**src/rtl/wall_follow_pkg.sv**
```systemverilog
package wall_follow_pkg;
  localparam int STATE_W = 3;
  localparam logic [STATE_W-1:0] ST_LOST       = 3'b000;
  localparam logic [STATE_W-1:0] ST_WALL_AHEAD = 3'b001;
  localparam logic [STATE_W-1:0] ST_HUG        = 3'b010;
  localparam logic [STATE_W-1:0] ST_SEEK       = 3'b011;
  localparam logic [STATE_W-1:0] ST_GAP        = 3'b100;

  typedef struct packed {
    logic fwd;
    logic left;
    logic right;
  } act_t;
endpackage

```
**src/rtl/wf_rst_sync.sv**
```systemverilog
module wf_rst_sync #(
  parameter int STAGES = 2
) (
  input  logic clk,
  input  logic rst_n,
  output logic rst_sync_n
);
  localparam int TOP = STAGES - 1;
  logic [TOP:0] chain_q;
  logic [TOP:0] chain_d;

  generate
    if (STAGES == 1) begin : g_one
      assign chain_d = 1'b1;
    end else begin : g_many
      assign chain_d = {chain_q[TOP-1:0], 1'b1};
    end
  endgenerate

  always_ff @(posedge clk or negedge rst_n) begin
    if (!rst_n) chain_q <= '0;
    else        chain_q <= chain_d;
  end

  assign rst_sync_n = chain_q[TOP];
endmodule

```
**src/rtl/wf_next_state.sv**
```systemverilog
module wf_next_state
  import wall_follow_pkg::*;
(
  input  logic [STATE_W-1:0] cur,
  input  logic               tl,
  input  logic               tr,
  output logic [STATE_W-1:0] nxt
);
  always_comb begin
    nxt = ST_LOST;
    unique case (cur)
      ST_LOST:       nxt = (tl || tr) ? ST_WALL_AHEAD : ST_LOST;
      ST_WALL_AHEAD: nxt = tl ? ST_WALL_AHEAD : (tr ? ST_HUG : ST_SEEK);
      ST_HUG:        nxt = tl ? ST_WALL_AHEAD : (tr ? ST_HUG : ST_SEEK);
      ST_SEEK:       nxt = tr ? ST_HUG : ST_GAP;
      ST_GAP:        nxt = tr ? ST_HUG : ST_GAP;
      default:       nxt = ST_LOST;
    endcase
  end
endmodule

```
**src/rtl/wf_state_reg.sv**
```systemverilog
module wf_state_reg
  import wall_follow_pkg::*;
(
  input  logic               clk,
  input  logic               rst_sync_n,
  input  logic [STATE_W-1:0] nxt,
  output logic [STATE_W-1:0] state_q
);
  always_ff @(posedge clk or negedge rst_sync_n) begin
    if (!rst_sync_n) state_q <= ST_LOST;
    else             state_q <= nxt;
  end


  unused_recover_chk: assert property (@(posedge clk) disable iff (!rst_sync_n)
    (state_q > ST_GAP) |=> (state_q == ST_LOST));
endmodule

```
**src/rtl/wf_out_decode.sv**
```systemverilog
module wf_out_decode
  import wall_follow_pkg::*;
(
  input  logic [STATE_W-1:0] cur,
  output act_t               act
);
  always_comb begin
    act = '0;
    unique case (cur)
      ST_LOST:       act = '{fwd: 1'b1, left: 1'b0, right: 1'b0};
      ST_WALL_AHEAD: act = '{fwd: 1'b0, left: 1'b1, right: 1'b0};
      ST_HUG:        act = '{fwd: 1'b1, left: 1'b1, right: 1'b0};
      ST_SEEK:       act = '{fwd: 1'b1, left: 1'b0, right: 1'b1};
      ST_GAP:        act = '{fwd: 1'b1, left: 1'b0, right: 1'b1};
      default:       act = '0;
    endcase
  end


  turn_excl_chk: assert final (!(act.left && act.right));
endmodule

```
**src/rtl/wall_follow_ctrl.sv**
```systemverilog
module wall_follow_ctrl
  import wall_follow_pkg::*;
#(
  parameter int RST_STAGES = 2
) (
  input  logic         clk,
  input  logic         rst_n,
  input  logic         touch_left,
  input  logic         touch_right,
  output logic         fwd,
  output logic         turn_left,
  output logic         turn_right,
  output logic [2:0]   state_code
);
  logic               rst_sync_n;
  logic [STATE_W-1:0] nxt;
  logic [STATE_W-1:0] cur;
  act_t               act;

  wf_rst_sync #(.STAGES(RST_STAGES)) u_rst (
    .clk(clk), .rst_n(rst_n), .rst_sync_n(rst_sync_n));

  wf_next_state u_nxt (
    .cur(cur), .tl(touch_left), .tr(touch_right), .nxt(nxt));

  wf_state_reg u_reg (
    .clk(clk), .rst_sync_n(rst_sync_n), .nxt(nxt), .state_q(cur));

  wf_out_decode u_dec (.cur(cur), .act(act));

  assign fwd        = act.fwd;
  assign turn_left  = act.left;
  assign turn_right = act.right;
  assign state_code = cur;


  lost_hold_chk: assert property (@(posedge clk) disable iff (!rst_sync_n)
    (state_code == ST_LOST && !touch_left && !touch_right) |=> (state_code == ST_LOST));


  ahead_hold_chk: assert property (@(posedge clk) disable iff (!rst_sync_n)
    (state_code == ST_WALL_AHEAD && touch_left) |=> (state_code == ST_WALL_AHEAD));


  seek_to_hug_chk: assert property (@(posedge clk) disable iff (!rst_sync_n)
    (state_code == ST_SEEK && touch_right) |=> (state_code == ST_HUG));


  gap_hold_chk: assert property (@(posedge clk) disable iff (!rst_sync_n)
    (state_code == ST_GAP && !touch_right) |=> (state_code == ST_GAP));


  moore_stable_chk: assert property (@(posedge clk) disable iff (!rst_sync_n)
    $stable(state_code) |-> ($stable(fwd) && $stable(turn_left) && $stable(turn_right)));
endmodule

```
**config.mk**
```make
export PLATFORM = sky130hd
export DESIGN_NAME = wall_follow_ctrl
export DESIGN_NICKNAME = d
export VERILOG_FILES = /design/src/rtl/wall_follow_pkg.sv /design/src/rtl/wf_rst_sync.sv /design/src/rtl/wf_next_state.sv /design/src/rtl/wf_state_reg.sv /design/src/rtl/wf_out_decode.sv /design/src/rtl/wall_follow_ctrl.sv
export SDC_FILE = /design/constraint.sdc
export NUM_CORES = 1
export LEC_CHECK = 0
export ABC_AREA = 0
export BUFFER_PORTS_ARGS = -buffer_cell sky130_fd_sc_hd__buf_2
export CAP_MARGIN = 40
export CORE_AREA = 2 2 39 41
export DETAILED_ROUTE_END_ITERATION = 6
export DIE_AREA = 0 0 41 43
export GPL_TIMING_DRIVEN = 0
export PLACE_DENSITY = 0.46
export SYNTH_ARGS = -nofsm -noshare
export SYNTH_HDL_FRONTEND = slang
export SYNTH_SLANG_ARGS = --single-unit
```
**constraint.sdc**
```tcl
create_clock -name clk -period 1.1 [get_ports clk]
set_input_delay 0.165 -clock clk [delete_from_list [all_inputs] [get_ports clk]]
set_output_delay 0.165 -clock clk [all_outputs]
set_load 0.005 [all_outputs]
```
# Word-level counts from Yosys, hierarchy flattened
# Cells that the tools add are included.
# totals
reg_bits	5
inputBits	4
out_inout_bits	6
wordCells	16
# op_classes
eq_ne	4
mux	6
n_reduce_logical	4
# op_table
cell	n
one-hot mux 3 bit (4 select lines)	1
one-hot mux 3 bit (3 select lines)	1
equality test 3 x 2 -> 1 bit (second input constant)	2
2-to-1 mux 3 bit	2
OR reduction 2 bit	2
equality test 3 x 1 -> 1 bit (second input constant)	1
equality test 3 bit (second input constant)	1
zero test 3 bit	1
2-to-1 mux 1 bit	2
logical OR 1 bit	1

# Depth between registers and ports, before layout
# logic_depth
word_depth	3
ltp_mapped	3
mapped_depth_nobuf	3

# Cells and area by module
# A second synthesis with hierarchy kept.
# unflattened
hier_cells	23
hier_area_um2	244.0
# by_module_without_submodules
module	instances	cells_each	area_per_inst_um2	seq_area_each_um2
wf_next_state	1	11	76.3	0.0
wf_state_reg	1	3	75.1	75.1
wf_rst_sync	1	3	53.8	50.0
wf_out_decode	1	6	38.8	0.0

# Worst setup path after synthesis
# No wires, ideal clock.
# synth_timing
path_type	register -> register
from	register u_reg.state_q[1]
to	register u_reg.state_q[1]
setup_ps	118
t_arrival_ps	961
required_ps	982
setup_slack_ps	21
stages_incl_launch_ff	4
path_buffers	0
period_less_slack_ps	1079
path_cell_list	dfrtp_1 -> nor2b_1 -> a22o_1 -> a21o_1
# synth_between
elab_chain_cells	3
elab_cells_between_ends	8
cone_classes	4 x eq/ne; 1 x mux; 3 x reduce/logical
# synth_lines
element	line	text
start: declaration	wf_state_reg.sv:7	output logic [STATE_W-1:0] state_q
start signal: assignment	wf_state_reg.sv:11	else state_q <= nxt;
equality test 3 x 2 -> 1 bit (tied with other cells)	wf_next_state.sv:11	unique case (cur)
OR reduction 2 bit (no line)	-	
one-hot mux 3 bit (3 select lines) (*)	wf_next_state.sv:11	
named net nxt[1]	wall_follow_ctrl.sv:16	logic [STATE_W-1:0] nxt;
# The timed path passes the listed nets; every way through them passes the cells marked *.

# Worst setup path in the final report
# layout_timing
from	register u_reg.state_q[1]
to	output turn_right
# layout_between
elab_chain_cells	3
elab_cells_between_ends	7
cone_classes	4 x eq/ne; 1 x mux; 2 x reduce/logical
# layout_lines
element	line	text
equality test 3 x 2 -> 1 bit / equality test 3 bit (equally long branches)	wf_out_decode.sv:9	unique case (cur)
OR reduction 2 bit (no line)	-	
one-hot mux 3 bit (4 select lines) (*)	wf_out_decode.sv:9	
end: declaration	wall_follow_ctrl.sv:12	output logic turn_right,
# Every way passes the cells marked *; elsewhere a longest branch is shown, timed or not.

==> results.txt <==
----------------------------------------------------
[Placed design]
  Post-Place Setup Slack ... -0.0166 ns
  Cell Area, Placed ... approximately 280 um2
  Final weighted congestion in routability-driven placement ... ~0.49
  Port bufs ... 9

[Setup path]
  Crit. End Element ... primary output
  Reg2reg end ... u_reg.state_q[1]$_DFF_PN0_
  Worst r2r src ... u_reg.state_q[1]$_DFF_PN0_
  Crit path max fanout ... 6
  Max stage delay on crit path ... between 0.4 and 0.5 ns
  Critical path start-end classification ... reg2out
  Slowest cell on the critical path ... dfrtp_2
  WP data required ... 0.94 ns
  Cell Chain, Critical Path ... nor2b_4 -> a22o_1 -> buf_2
  CP bufs+invs ... 1
  Worst-case register-to-register setup slack ... -0.06 ns
  CP endpoint ... turn_right
  Critical path origin ... u_reg.state_q[1]$_DFF_PN0_
  Launching element type of the critical path ... flop
  Kind of cell with the highest combined delay on the critical path ... flip-flops
  Arrival time at the worst endpoint ... about 1.1 ns
  Stages on worst setup path ... 3
  Number of cells on the worst reg-to-reg path ... 4

[Timing]
  Part of the cycle the worst path needs ... 117%
  Hold slack ... between 0.03 and 0.04 ns
  Maximum frequency from static timing analysis ... 776 MHz
  Minimum setup slack in the final design ... -0.189 ns
  Period minus WS final ... about 1.3 ns
  Hold Vio Cnt, Final ... 0
  Worst setup skew after layout ... 0.000150 ns
  Unrepaired setup endpoints after global routing ... true
  Total of endpoints with negative setup slack in the final report ... 5
  Max-slew violation count ... 0

[GRT]
  All-Layer GR Usage ... about 6.5%
  Via count of the first global-routing pass ... 172
  Pin count of the biggest net entering global routing ... 8
  Global-route wire length before repair ... roughly 680 um
  Number of antenna violations at the first check in global routing ... 0
  Global route overflow ... 0

[Die]
  Initial core utilization ... between 10% and 20%
  Die outline area ... about 1800 um2
  DIE WIDTH ... approximately 41 um
  IO Count ... 10
  Die boundary height ... ~43 um
  Total number of placement rows ... 14
  Core ar. ... between 1000 and 1500 um2

[Route]
  Iteration count of the initial detailed-routing pass ... 1
  Number of antenna-violating nets in the routed design ... 0
  Via density per instance ... around 3.8
  Wire length per cell ... 9.00 um
  Drt initial violations ... 0
  DRC violations left ... 0
  Via count ... approximately 190
  Drt total wl ... 450 um

[Clock tree]
  H-tree depth reported by CTS ... 1
  CTS clock-pin slew for the worst setup and hold paths ... approximately 0.040 ns
  Number of buffers on the longest clock path ... 2
  CTS sink cnt ... 5
  Clock tree from TritonCTS ... yes
  Clock buffer count from CTS ... 3
  Clock network latency to the later pin of the worst-skew pair ... about 0.24 ns
  Cell at the root of the clock tree ... clkbuf_4

[Power]
  Switching Power ... 0.330 mW
  Worst supply voltage drop on vdd ... around 0.00085 V
  Switching power as a share of total power ... roughly 33%
  Leakage power of the design ... 0.168 nW
  Share of total power in the clock network ... a little over 20%
  Power density of the placed cells ... 2870 nW/um2
  Power, Total ... around 1 mW
  Internal power ... between 0.6 and 0.7 mW
  Combinational cell fraction of total power ... 45.8%
  Flop pwr share ... 33.5%

[Synthesis]
  Post-synthesis cell count ... 18
  Synth unique cells ... 12
  Share of the yosys chip area belonging to registers ... between 50 and 60%
  Number of nets in the synthesized netlist ... 22
  Yosys warning count ... 0
  Post-synthesis register bit count ... 5
  Average instance area after synthesis ... around 12 um2
  Synthesized cell area ... 213 um2

[Job]
  Max-Cap Viols ... 0

[Status]
  Outcome ... finished, violations left
  Violations in the final reports ... setup timing

[Cells and area]
  Total non-filler cell area in the finished layout ... ~350 um2
  Final core utilization ... 25.1%
  Post-synthesis to final-layout area growth ... 63.5%
  Post-layout nets ... 39
  Fraction of layout cells with a size suffix above 1 ... about three fifths
  Count of inserted antenna diode cells ... 0

[Worst hold path]
  Hold WC Path Type ... reg2async

----------------------------------------------------
[repair_timing]
action,CTS,global route
hold buffers,1,0
hold endpoints to repair,2,0
setup buffers,2,0
endpoints found under the setup margin,4,6
gates resized for setup,2,4
pin swaps,3,1
[flip-flops by register name, summed over array words and instances, names as in the netlist]
signal / cells
u_reg.state_q: 3
u_rst.chain_q: 2
[area by class of cell]
| cell class | count | area, um2 |
|---|---|---|
| Sequential cell | 5 | 129 |
| Clock buffer | 4 | 26.3 |
| Timing Repair Buffer | 12 | 70.1 |
| Multi-Input combinational cell | 13 | 103 |
| Fill cell | 155 | 1040 |
| Tap cell | 16 | 20.0 |
[kinds of logic (layout without fill, tap and decap cells)]
logic type / after synthesis / in the layout / synth area share (%)
flip-flops: 5 / 5 / 58.8
AND/OR/NAND/NOR: 5 / 5 / 12.9
AO/OA/AOI/OAI: 4 / 4 / 13.5
XOR/XNOR: 2 / 2 / 8.24
other: 1 / 1 / 1.76
multiplexers: 1 / 1 / 4.71
buffers and inverters: 0 / 16 / 0
[power groups by stage]
stage                     Sequential, mW  Combinational, mW  Clock, mW
after global placement             0.313              0.369          0
after CTS                          0.330              0.449      0.220
final                              0.334              0.457      0.207
after floorplan                    0.315              0.218          0
after global routing               0.351              0.519      0.244
after detailed placement           0.329              0.376          0
[worst register-to-register path, cell delays in order (launching register included)]
cell     delay (ns)
dfrtp_2        0.44
nor2b_4        0.14
a22o_1         0.18
buf_4          0.13
a21o_1         0.15
[cells in the mapped netlist]
cell type	number	area (um2)
conb_1	1	3.75
a21oi_1	1	5.00
nor3_1	1	5.00
o21a_1	1	7.51
a22o_1	1	8.76
nor2b_1	2	12.5
mux2i_1	1	10.0
a21o_1	1	7.51
xnor2_1	2	17.5
dfrtp_1	5	125
nor2_2	1	6.26
nor2_1	1	3.75
[routing by layer]
| layer | part of all wire, % | track usage (%) | up-vias |
|---|---|---|---|
| li1 | - | - | 91 |
| met1 | 43 | 6.25 | 88 |
| met2 | 45 | 8.44 | 10 |
| met3 | 12 | 4.71 | 0 |
| met4 | 0 | 6.00 | 0 |
| met5 | 0 | 0 | - |
[per-stage QoR]
step / setup TNS, ns / cells
4_1_cts: -0.685 / 50
6_report: -0.537 / 50
5_1_grt: -0.857 / 50
3_5_place_dp: -0.0228 / 43
2_1_floorplan: 0 / 18
3_3_place_gp: 0 / 43
[worst min path at each step]
stage / endpoint
2_1_floorplan: u_rst.chain_q[0]$_DFF_PN0_
3_3_place_gp: u_rst.chain_q[0]$_DFF_PN0_
3_5_place_dp: u_rst.chain_q[0]$_DFF_PN0_
4_1_cts: u_reg.state_q[1]$_DFF_PN0_
5_1_grt: u_reg.state_q[1]$_DFF_PN0_
6_report: u_reg.state_q[2]$_DFF_PN0_
[cell usage in the layout (no fill, tap or decap), drive strengths merged]
master	netlist	layout
dlygate4sd3	0	1
nor3	1	1
dfrtp	5	5
buf	0	11
conb	1	1
a21oi	1	1
xnor2	2	2
clkbuf	0	4
nor2	2	2
mux2i	1	1
nor2b	2	2
a22o	1	1
a21o	1	1
o21a	1	1
(Power assumes the default switching activity.)
